==> config.mk <==
export PLATFORM = sky130hd
export DESIGN_NAME = fdc_phase_seq
export DESIGN_NICKNAME = d
export VERILOG_FILES = /design/src/rtl/fdc_phase_pkg.sv /design/src/rtl/fdc_cmd_decode.sv /design/src/rtl/fdc_result_buf.sv /design/src/rtl/fdc_reset_timer.sv /design/src/rtl/fdc_phase_seq.sv
export SDC_FILE = /design/constraint.sdc
export NUM_CORES = 1
export LEC_CHECK = 0
export BUFFER_PORTS_ARGS = -buffer_cell sky130_fd_sc_hd__buf_4
export CAP_MARGIN = 20
export CORE_MARGIN = 1.5
export CORE_UTILIZATION = 59
export DETAILED_ROUTE_END_ITERATION = 8
export PLACE_DENSITY_LB_ADDON = 0.25
export SYNTH_ARGS = -nofsm -noshare
export SYNTH_HDL_FRONTEND = slang
export SYNTH_SLANG_ARGS = --single-unit
==> constraint.sdc <==
create_clock -name clk -period 5 [get_ports clk]
set_input_delay 1 -clock clk [delete_from_list [all_inputs] [get_ports clk]]
set_output_delay 1 -clock clk [all_outputs]
set_load 0.05 [all_outputs]
==> src/rtl/fdc_phase_pkg.sv <==
package fdc_phase_pkg;

  localparam int CMD_IDX_W = 4;

  localparam logic [1:0] ADR_OUTLATCH = 2'd0;
  localparam logic [1:0] ADR_STATUS   = 2'd1;
  localparam logic [1:0] ADR_DATA     = 2'd2;

  localparam logic [7:0] OP_TIMING    = 8'h03;
  localparam logic [7:0] OP_DRV_STAT  = 8'h04;
  localparam logic [7:0] OP_RECAL     = 8'h07;
  localparam logic [7:0] OP_INT_STAT  = 8'h08;
  localparam logic [7:0] OP_SEEK      = 8'h0F;

  // termination code in bits 7:6 of the first result byte
  localparam logic [1:0] TERM_NORMAL   = 2'b00;
  localparam logic [1:0] TERM_ABNORMAL = 2'b01;
  localparam logic [1:0] TERM_INVALID  = 2'b10;
  localparam logic [1:0] TERM_NOTREADY = 2'b11;
  localparam logic [7:0] RES_BAD_OPCODE = {TERM_INVALID, 6'b0};

  typedef enum logic [2:0] {
    PH_IDLE,
    PH_CMD,
    PH_EXEC,
    PH_RES,
    PH_RST
  } phase_e;

endpackage

==> src/rtl/fdc_cmd_decode.sv <==
module fdc_cmd_decode
  import fdc_phase_pkg::*;
(
  input  logic [7:0]           opcode,
  output logic                 known,
  output logic                 needs_exec,
  output logic [CMD_IDX_W-1:0] length
);

  always_comb begin
    known      = 1'b1;
    needs_exec = 1'b1;
    length     = CMD_IDX_W'(1);
    if (opcode == OP_TIMING) begin
      length     = CMD_IDX_W'(3);
      needs_exec = 1'b0;
    end else if (opcode == OP_DRV_STAT) begin
      length = CMD_IDX_W'(2);
    end else if (opcode == OP_RECAL) begin
      length = CMD_IDX_W'(2);
    end else if (opcode == OP_INT_STAT) begin
      length = CMD_IDX_W'(1);
    end else if (opcode == OP_SEEK) begin
      length = CMD_IDX_W'(3);
    end else if ((opcode & 8'h1F) == 8'h06) begin
      length = CMD_IDX_W'(9);
    end else if ((opcode & 8'h3F) == 8'h05) begin
      length = CMD_IDX_W'(9);
    end else if ((opcode & 8'hBF) == 8'h0A) begin
      length = CMD_IDX_W'(2);
    end else begin
      known      = 1'b0;
      needs_exec = 1'b0;
    end
  end

endmodule

==> src/rtl/fdc_result_buf.sv <==
module fdc_result_buf #(
  parameter int DEPTH = 16,
  localparam int AW = $clog2(DEPTH)
) (
  input  logic          clk,
  input  logic          we,
  input  logic [AW-1:0] waddr,
  input  logic [7:0]    wdata,
  input  logic [AW-1:0] raddr,
  output logic [7:0]    rdata
);

  logic [7:0] mem [DEPTH];

  always_ff @(posedge clk) begin
    if (we) mem[waddr] <= wdata;
    rdata <= mem[raddr];
  end

endmodule

==> src/rtl/fdc_reset_timer.sv <==
module fdc_reset_timer #(
  parameter int CYCLES = 50000,
  localparam int CW = $clog2(CYCLES + 1)
) (
  input  logic clk,
  input  logic rst,
  input  logic load,
  output logic expire
);

  logic [CW-1:0] cnt_q;

  assign expire = (cnt_q == CW'(1)) && !load;

  always_ff @(posedge clk) begin
    if (rst)                  cnt_q <= '0;
    else if (load)            cnt_q <= CW'(CYCLES);
    else if (cnt_q != '0)     cnt_q <= cnt_q - CW'(1);
  end

endmodule

==> src/rtl/fdc_phase_seq.sv <==
module fdc_phase_seq
  import fdc_phase_pkg::*;
#(
  parameter int RES_DEPTH    = 16,
  parameter int RESET_CYCLES = 50000,
  localparam int RIDX_W = $clog2(RES_DEPTH),
  localparam int CNT_W  = $clog2(RES_DEPTH + 1)
) (
  input  logic                 clk,
  input  logic                 rst,
  input  logic [1:0]           host_addr,
  input  logic                 host_rd,
  input  logic                 host_wr,
  input  logic [7:0]           host_wdata,
  output logic [7:0]           host_rdata,
  output logic                 irq,
  output logic                 wr_err,
  output logic                 cmd_vld,
  output logic [CMD_IDX_W-1:0] cmd_idx,
  output logic [7:0]           cmd_dat,
  output logic                 exec_start,
  output logic [7:0]           exec_opcode,
  input  logic                 exec_done,
  input  logic [CNT_W-1:0]     exec_res_cnt,
  input  logic                 res_wr_en,
  input  logic [RIDX_W-1:0]    res_wr_idx,
  input  logic [7:0]           res_wr_data,
  input  logic [3:0]           drv_seek_set,
  input  logic [3:0]           drv_seek_clr,
  output logic [7:0]           dor_out,
  output logic [1:0]           data_rate,
  output logic [3:0]           step_rate,
  output logic [3:0]           head_unload,
  output logic [6:0]           head_load,
  output logic                 non_dma,
  output logic                 reset_pending
);

  phase_e               phase_q;
  logic                 rqm_q, dio_q, busy_q, ndma_q, bad_op_q;
  logic [3:0]           seek_q;
  logic [CMD_IDX_W-1:0] byte_cnt_q;
  logic [RIDX_W-1:0]    res_idx_q;
  logic [CNT_W-1:0]     res_cnt_q;
  logic [7:0]           buf_q;
  logic [7:0]           status_byte;

  logic                 dec_known, dec_exec;
  logic [CMD_IDX_W-1:0] dec_len;
  logic [7:0]           dec_op;
  logic                 rst_expire;

  logic data_wr, data_rd, rate_wr, soft_rst, latch_wr;

  assign data_wr  = host_wr && (host_addr == ADR_DATA);
  assign data_rd  = host_rd && (host_addr == ADR_DATA);
  assign rate_wr  = host_wr && (host_addr == ADR_STATUS);
  assign latch_wr = host_wr && (host_addr == ADR_OUTLATCH);
  assign soft_rst = rate_wr && host_wdata[7];

  assign status_byte   = {rqm_q, dio_q, ndma_q, busy_q, seek_q};
  assign non_dma       = ndma_q;
  assign reset_pending = (phase_q == PH_RST);
  assign dec_op        = (phase_q == PH_IDLE) ? host_wdata : exec_opcode;

  fdc_cmd_decode u_dec (
    .opcode     (dec_op),
    .known      (dec_known),
    .needs_exec (dec_exec),
    .length     (dec_len)
  );

  fdc_result_buf #(.DEPTH(RES_DEPTH)) u_buf (
    .clk   (clk),
    .we    (res_wr_en),
    .waddr (res_wr_idx),
    .wdata (res_wr_data),
    .raddr (res_idx_q),
    .rdata (buf_q)
  );

  fdc_reset_timer #(.CYCLES(RESET_CYCLES)) u_tmr (
    .clk    (clk),
    .rst    (rst),
    .load   (soft_rst),
    .expire (rst_expire)
  );

  always_ff @(posedge clk) begin
    if (rst) begin
      phase_q     <= PH_IDLE;
      rqm_q       <= 1'b1;
      dio_q       <= 1'b0;
      busy_q      <= 1'b0;
      ndma_q      <= 1'b0;
      bad_op_q    <= 1'b0;
      seek_q      <= '0;
      byte_cnt_q  <= '0;
      res_idx_q   <= '0;
      res_cnt_q   <= '0;
      host_rdata  <= '0;
      irq         <= 1'b0;
      wr_err      <= 1'b0;
      cmd_vld     <= 1'b0;
      cmd_idx     <= '0;
      cmd_dat     <= '0;
      exec_start  <= 1'b0;
      exec_opcode <= '0;
      dor_out     <= '0;
      data_rate   <= '0;
      step_rate   <= '0;
      head_unload <= '0;
      head_load   <= '0;
    end else begin
      wr_err     <= 1'b0;
      cmd_vld    <= 1'b0;
      exec_start <= 1'b0;
      seek_q     <= (seek_q | drv_seek_set) & ~drv_seek_clr;

      if (latch_wr) dor_out <= host_wdata;
      if (rate_wr)  data_rate <= host_wdata[1:0];
      if (data_rd)  irq <= 1'b0;

      if (host_rd) begin
        case (host_addr)
          ADR_OUTLATCH: host_rdata <= dor_out;
          ADR_STATUS:   host_rdata <= status_byte;
          ADR_DATA:     host_rdata <= (phase_q == PH_RES && bad_op_q) ? RES_BAD_OPCODE : buf_q;
          default:      host_rdata <= '0;
        endcase
      end

      if (soft_rst) begin
        phase_q    <= PH_RST;
        rqm_q      <= 1'b0;
        dio_q      <= 1'b0;
        busy_q     <= 1'b0;
        seek_q     <= '0;
        bad_op_q   <= 1'b0;
        res_idx_q  <= '0;
        byte_cnt_q <= '0;
      end else begin
        case (phase_q)
          PH_IDLE: begin
            if (data_wr) begin
              cmd_vld     <= 1'b1;
              cmd_idx     <= '0;
              cmd_dat     <= host_wdata;
              exec_opcode <= host_wdata;
              rqm_q       <= 1'b1;
              busy_q      <= 1'b1;
              dio_q       <= 1'b0;
              if (!dec_known) begin
                phase_q   <= PH_RES;
                dio_q     <= 1'b1;
                bad_op_q  <= 1'b1;
                res_cnt_q <= CNT_W'(1);
                res_idx_q <= '0;
              end else if (dec_len == CMD_IDX_W'(1)) begin
                phase_q    <= PH_EXEC;
                rqm_q      <= 1'b0;
                exec_start <= 1'b1;
              end else begin
                phase_q    <= PH_CMD;
                byte_cnt_q <= CMD_IDX_W'(1);
              end
            end else if (data_rd) begin
              rqm_q  <= 1'b0;
              dio_q  <= 1'b0;
              busy_q <= 1'b0;
            end
          end

          PH_CMD: begin
            if (data_wr) begin
              cmd_vld <= 1'b1;
              cmd_idx <= byte_cnt_q;
              cmd_dat <= host_wdata;
              if (exec_opcode == OP_TIMING) begin
                if (byte_cnt_q == CMD_IDX_W'(1)) begin
                  step_rate   <= host_wdata[7:4];
                  head_unload <= host_wdata[3:0];
                end else begin
                  head_load <= host_wdata[7:1];
                  ndma_q    <= host_wdata[0];
                end
              end
              if (byte_cnt_q == dec_len - CMD_IDX_W'(1)) begin
                byte_cnt_q <= '0;
                if (dec_exec) begin
                  phase_q    <= PH_EXEC;
                  rqm_q      <= 1'b0;
                  exec_start <= 1'b1;
                end else begin
                  phase_q <= PH_IDLE;
                  busy_q  <= 1'b0;
                end
              end else begin
                byte_cnt_q <= byte_cnt_q + CMD_IDX_W'(1);
              end
            end
          end

          PH_EXEC: begin
            if (exec_done) begin
              res_idx_q <= '0;
              if (exec_res_cnt == '0) begin
                phase_q <= PH_IDLE;
                rqm_q   <= 1'b1;
                busy_q  <= 1'b0;
              end else begin
                phase_q   <= PH_RES;
                rqm_q     <= 1'b1;
                dio_q     <= 1'b1;
                busy_q    <= 1'b1;
                res_cnt_q <= exec_res_cnt;
                irq       <= 1'b1;
              end
            end
          end

          PH_RES: begin
            if (data_wr) begin
              wr_err <= 1'b1;
            end else if (data_rd) begin
              if (CNT_W'(res_idx_q) + CNT_W'(1) >= res_cnt_q) begin
                phase_q   <= PH_IDLE;
                rqm_q     <= 1'b1;
                dio_q     <= 1'b0;
                busy_q    <= 1'b0;
                bad_op_q  <= 1'b0;
                res_idx_q <= '0;
              end else begin
                res_idx_q <= res_idx_q + RIDX_W'(1);
              end
            end
          end

          PH_RST: begin
            if (rst_expire) begin
              phase_q <= PH_IDLE;
              rqm_q   <= 1'b1;
              irq     <= 1'b1;
            end
          end

          default: phase_q <= PH_IDLE;
        endcase
      end
    end
  end

endmodule

==> flow_metrics.tcl, run 1 <==
set metrics [dict create \
    synth_nets 848 \
    die_y_um 132.4 \
    ys_seq_area_share_pct 60.43 \
    synth_cell_types 63 \
    finClkSkew_ns 0.01989 \
    drtPass1Iterations 5 \
    worst_slew_pin_slew_ns 1.020 \
    place_area_um2 10810 \
    critPathSlowestCell "or4_1" \
    p_sw_share_pct 25.50 \
    routed_via_density 6.036 \
    routedWlPerCell_um 20.62 \
    min_path_type "reg -> reg" \
    fmax_mhz 256.7 \
    grt_pass1_vias 6846 \
    nNetsFinal 943 \
    finalPower_mw 4.924 \
    cts_setup_buffers 0 \
    wirelength_mm 23.26 \
    hold_viol_final 0 \
    r2r_start "phase_q[2]" \
    status "finished, final reports clean" \
    die_area_um2 17520 \
    peakVddDrop_mv 0.3904 \
    fill_cells 1132 \
    drv_slew 0 \
    pre_cts_ws_ns 0.5906 \
    utilization_pct 71.25 \
    reg2reg_depth 12 \
    gp_congestion 0.8819 \
    die_w_um 132.4 \
    start_util_pct 59.95 \
    yosysWarningCount 0 \
    io-pin-count 100 \
    crit_top_cell "a21oi_1" \
    synthTopCellsByCount "edfxtp_1, dfxtp_1, nor2_1" \
    core_um2 16470 \
    critPathLaunchType "input pin" \
    yosys-top-cells-area "edfxtp_1, dfxtp_1, mux4_2" \
    startpoint "host_wdata[4]" \
    syn_to_final_growth_pct 18.83 \
    grt_overflow 0 \
    portBuffers 99 \
    htree_num_levels 1 \
    fin_crit_sh_pct 77.91 \
    grt_start_max_net_pins 70 \
    postLayoutCellArea_um2 11730 \
    comb_power_share_pct 14.4 \
    synth.top_cell.area_share_pct 38.94 \
    cp_max_fo 7 \
    drtAntennaViolNets 0 \
    power.internal_mw 3.669 \
    crit_end "rqm_q" \
    yosysMostFrequentCell "edfxtp_1" \
    ys_ff_latch 234 \
    max_stage_delay_ns 0.46 \
    finalHoldWorstSlack_ns 0.4618 \
    path_cells "buf_4 > or3_1 > or3_4 > or4_1 > and3_1 > ha_1 > xor2_1 > nor4_1 > o22ai_2 > a21oi_1 > a21oi_1 > a211o_1" \
    netlist_instances 795 \
    p_sw_mw 1.256 \
    clockBufferDepth 3 \
    p_leak_nw 4.361 \
    antenna_cells 0 \
    worstPathBufferInverterCount 1 \
    p_clk_share_pct 40.8 \
    fin_crit_ns 3.895 \
    synth_flop_cell "edfxtp_1" \
    cts_tree "yes" \
    cts-root-buf "clkbuf_16" \
    critPathKind "in -> reg" \
    async_flop_share_pct 0 \
    cts_resized 0 \
    antenna_found_initial 0 \
    clkTransAtPathRegs_ns 0.07 \
    grtUsageTotal_pct 26.72 \
    clock_latency_ns 0.53 \
    cts_hold_buf 0 \
    worst_slack_ns 1.105 \
    grt_pass1_wl_mm 36.51 \
    drc 0 \
    hpwl_mm 15.52 \
    drive_gt1_share_pct 23.02 \
    tns_ns 0 \
    final-instance-count-excl-fill 1128 \
    pwr-share-seq_pct 44.8 \
    syn-cell-area_um2 9872 \
    p_per_area_nw_per_um2 419.8 \
    post-place-cells 1084 \
    cp-end-kind "register" \
    rsz0062_at_grt "false" \
    avgSynthCellArea_um2 12.42 \
    numCtsBuffers 24 \
    synth-edff-count 128 \
    crit_arrival_ns 4.31 \
    setup_viol 0 \
    vias 6809 \
    rrSetupSlack_ns 1.12 \
    std_cell_rows 47 \
    crit_family "simple AND/OR/NAND/NOR gates" \
    cp.depth 12 \
    yosys.area.top_type "edfxtp_1" \
    drt-initial-drc-count 562 \
    r2r_end "rqm_q" \
    clock-sinks 234 \
    maxCapViolCount 0 \
    cp_data_required_time_ns 5.42 \
    relSlewSlack_pct 31.78 \
]
## kinds of logic after synthesis
logic type	Yosys count	synth area share (%)
simple gates	275	13.30
flops	234	60.43
compound gates	127	8.733
mux	69	12.07
buf+inv	62	2.535
xor+xnor	16	1.419
fa+ha+maj	12	1.521
## power by group through the flow
stage,clock (mW),sequential [mW],combinational (mW)
2_1_floorplan,0,2.27,0.474
3_3_place_gp,0,2.24,0.675
3_5_place_dp,0,2.25,0.697
4_1_cts,2.03,2.21,0.706
5_1_grt,2.10,2.22,0.789
6_report,2.01,2.21,0.708
## registers in the layout, indices dropped and copies added, names as in the netlist, 5 cells and up
| signal | flops |
|---|---|
| res_cnt_q | 5 |
| u_buf.mem | 128 |
| exec_opcode | 8 |
| dor_out | 8 |
| u_tmr.cnt_q | 16 |
| host_rdata | 8 |
| head_load | 7 |
| cmd_dat | 8 |
| u_buf.rdata | 8 |
## layout make-up
cell class / count / area [um^2] / area share [%]
Sequential cell: 234 / 5967 / 50.86
Multi-Input combinational cell: 499 / 3656 / 31.16
Timing Repair Buffer: 111 / 833.3 / 7.103
Clock buffer: 35 / 754.5 / 6.431
Tap cell: 220 / 275.3 / 2.346
Clock inverter: 9 / 170.2 / 1.451
Inverter: 20 / 75.07 / 0.6399
## worst min-delay path, delay by kind of cell, from the launching register on
kind | cells | cell delay (ns)
flops | 1 | 0.31
simple gates | 1 | 0.05
compound gates | 1 | 0.05
## per-layer routing
metal | wire length, um | share of wire, % | up-vias | track usage [%]
li1 | - | - | 3135 | -
met1 | 9177 | 39 | 3349 | 33.24
met2 | 12020 | 52 | 267 | 47.61
met3 | 1236 | 5.3 | 58 | 3.691
met4 | 826 | 3.6 | 0 | 10.26
met5 | 0 | 0 | - | 0
## cells in the final DEF, fill, tap and decap left out, types with 22 or more instances in the layout
cell type  instances
edfxtp_1         128
buf_4            111
dfxtp_1          105
nor2_1            99
nand2_1           68
a21oi_1           46
mux4_2            40
mux2i_1           29
clkbuf_16         26
nor3_1            22
## how the worst min path moves through the flow
| stage | start | to | slack, ns | cells after the start |
|---|---|---|---|---|
| 6_report | cmd_dat[6] | cmd_dat[6] | 0.46 | 2 |
| 5_1_grt | cmd_dat[4] | cmd_dat[4] | 0.48 | 2 |
| 4_1_cts | cmd_dat[6] | cmd_dat[6] | 0.46 | 2 |
| 3_5_place_dp | cmd_dat[6] | cmd_dat[6] | 0.45 | 2 |
| 3_3_place_gp | cmd_dat[4] | cmd_dat[4] | 0.45 | 2 |
| 2_1_floorplan | res_cnt_q[0] | res_cnt_q[0] | 0.45 | 2 |
Note: power is estimated with default switching activity, not from simulation.
==> run 2: changes to the inputs <==
==> constraint.sdc (replaced) <==
create_clock -name clk -period 4.01 [get_ports clk]
set_input_delay 0.802 -clock clk [delete_from_list [all_inputs] [get_ports clk]]
set_output_delay 0.802 -clock clk [all_outputs]
set_load 0.05 [all_outputs]
==> run 2 against run 1 <==
  * Non-clock buffer count is 11 higher
  * First-iteration DRC count decreased by 5.5%
  * Sequential power grew 24%
  * Clock power rose by 5%
  * Cell count up 0.89%
  * Power is 17% higher
  * Clock-buffer cell count grew 4
  * Critical endpoint is now phase_q[0]
  * Worst hold slack got worse by 0.016 ns
  * Via count increased by 0.91%
==> flow_metrics.tcl, run 2 (synthesized netlist as in run 1, its figures left out) <==
set metrics [dict create \
    status "finished, final reports clean" \
    clkTransAtPathRegs_ns 0.06 \
    clock-sinks 234 \
    grtUsageTotal_pct 26.73 \
    final_common_cell "edfxtp_1" \
    final_cell_mix "edfxtp_1, buf_4, dfxtp_1" \
    cp_data_required_time_ns 4.38 \
    tns_ns 0 \
    drt-initial-drc-count 531 \
    antenna_found_initial 0 \
    p_per_area_nw_per_um2 495.8 \
    routedWlPerCell_um 20.28 \
    reg_top3 "u_buf.mem: 128 flops, u_tmr.cnt_q: 16 flops" \
    htree_num_levels 1 \
    cts_tree "yes" \
    rsz0062_at_grt "false" \
    cp_max_fo 12 \
    core_um2 16470 \
    p_sw_mw 1.534 \
    routed_via_density 6.038 \
    relSlewSlack_pct 33.91 \
    p_clk_share_pct 36.7 \
    critPathKind "reg -> reg" \
    nNetsFinal 954 \
    fill_cells 1131 \
    grt_start_max_net_pins 70 \
    min_path_type "in -> reg" \
    whs_path_depth 2 \
    antenna_cells 0 \
    largest_register_ffs 128 \
    crit_arrival_ns 4.05 \
    syn_to_final_growth_pct 18.04 \
    numCtsBuffers 24 \
    regArea_um2 5967 \
    drtAntennaViolNets 0 \
    cts_hold_buf 0 \
    critPathLaunchType "register" \
    p_leak_nw 4.326 \
    wirelength_mm 23.07 \
    hold_viol_final 0 \
    cts_resized 0 \
    cts-root-buf "clkbuf_16" \
    maxCapViolCount 0 \
    grt_overflow 0 \
    io-pin-count 100 \
    final-instance-count-excl-fill 1138 \
    fin_crit_sh_pct 91.77 \
    p_sw_share_pct 26.55 \
    multi_input_area_um2 3656 \
    finClkSkew_ns 0.01927 \
    cp-end-kind "register" \
    cts_setup_buffers 0 \
    drc 0 \
    power.internal_mw 4.244 \
    setup_viol 0 \
    fmax_mhz 271.7 \
    gp_congestion 0.8526 \
    drive_gt1_share_pct 23.09 \
    post-place-cells 1094 \
    grt_pass1_vias 6768 \
    hpwl_mm 16.05 \
    peakVddDrop_mv 0.3845 \
    drv_slew 0 \
    comb_power_share_pct 15.7 \
    fin_crit_ns 3.680 \
    portBuffers 99 \
    finalPower_mw 5.778 \
    drtPass1Iterations 5 \
    regMostFlops "u_buf.mem" \
    vias 6871 \
    worst_slew_pin_slew_ns 0.9877 \
    die_y_um 132.4 \
    clock_latency_ns 0.53 \
    start_util_pct 59.95 \
    die_w_um 132.4 \
    grt_pass1_wl_mm 36.55 \
    die_area_um2 17520 \
    clockBufferDepth 3 \
    reg2reg_depth 12 \
    pwr-share-seq_pct 47.6 \
    std_cell_rows 47 \
]
-- run 2: stage by stage --
step                      cell area, um^2  worst slack, ns  hold WS, ns  utilization [%]
after floorplan                      9872           0.1565       0.4506                -
after global placement              10880          0.02161       0.4478            66.09
after detailed placement            10880         -0.06323       0.4566            66.09
after CTS                           11650           0.3878       0.4358            70.74
after global routing                11650           0.2037       0.4397            70.77
final                               11650           0.3299       0.4461            70.77
-- run 2: power groups by stage --
stage                     Clock [mW]  Sequential, mW  Combinational [mW]
after floorplan                    0            2.84               0.591
after global placement             0            2.79               0.851
after detailed placement           0            2.80               0.897
after CTS                       2.14            2.75               0.906
after global routing            2.23            2.77               0.997
final                           2.12            2.75               0.906
-- run 2: layout make-up --
cell class / count / share of cell area [%]
sequential: 234 / 51.21
timing repair buffer: 122 / 7.839
clock buffer: 39 / 6.153
tap: 220 / 2.362
inverter: 20 / 0.6443
multi-input combinational: 499 / 31.38
clock inverter: 4 / 0.4188
-- run 2: critical path, cell delays in order (launching register included) --
cell and delay (ns):
dfxtp_1 0.31, or3_4 0.49, or3_4 0.40, or4_1 0.46, and3_1 0.22, ha_1 0.29
xor2_1 0.16, nor4_1 0.41, o22ai_2 0.19, a21oi_1 0.27, buf_4 0.16, a21o_1 0.11
a21oi_1 0.06
-- run 2: final timing paths --
kind                         from         end  slack [ns]
setup / recovery       phase_q[2]  phase_q[0]        0.33
hold / removal    drv_seek_clr[3]   seek_q[3]        0.45
setup reg to reg       phase_q[2]  phase_q[0]        0.33
hold reg to reg        cmd_dat[6]  cmd_dat[6]        0.46
-- run 2: routing by layer --
layer / up-vias / track usage (%) / part of all wire, %
li1: 3155 / - / -
met1: 3376 / 33.70 / 39
met2: 277 / 46.60 / 51
met3: 63 / 4.037 / 5.5
met4: 0 / 10.81 / 3.8
met5: - / 0 / 0
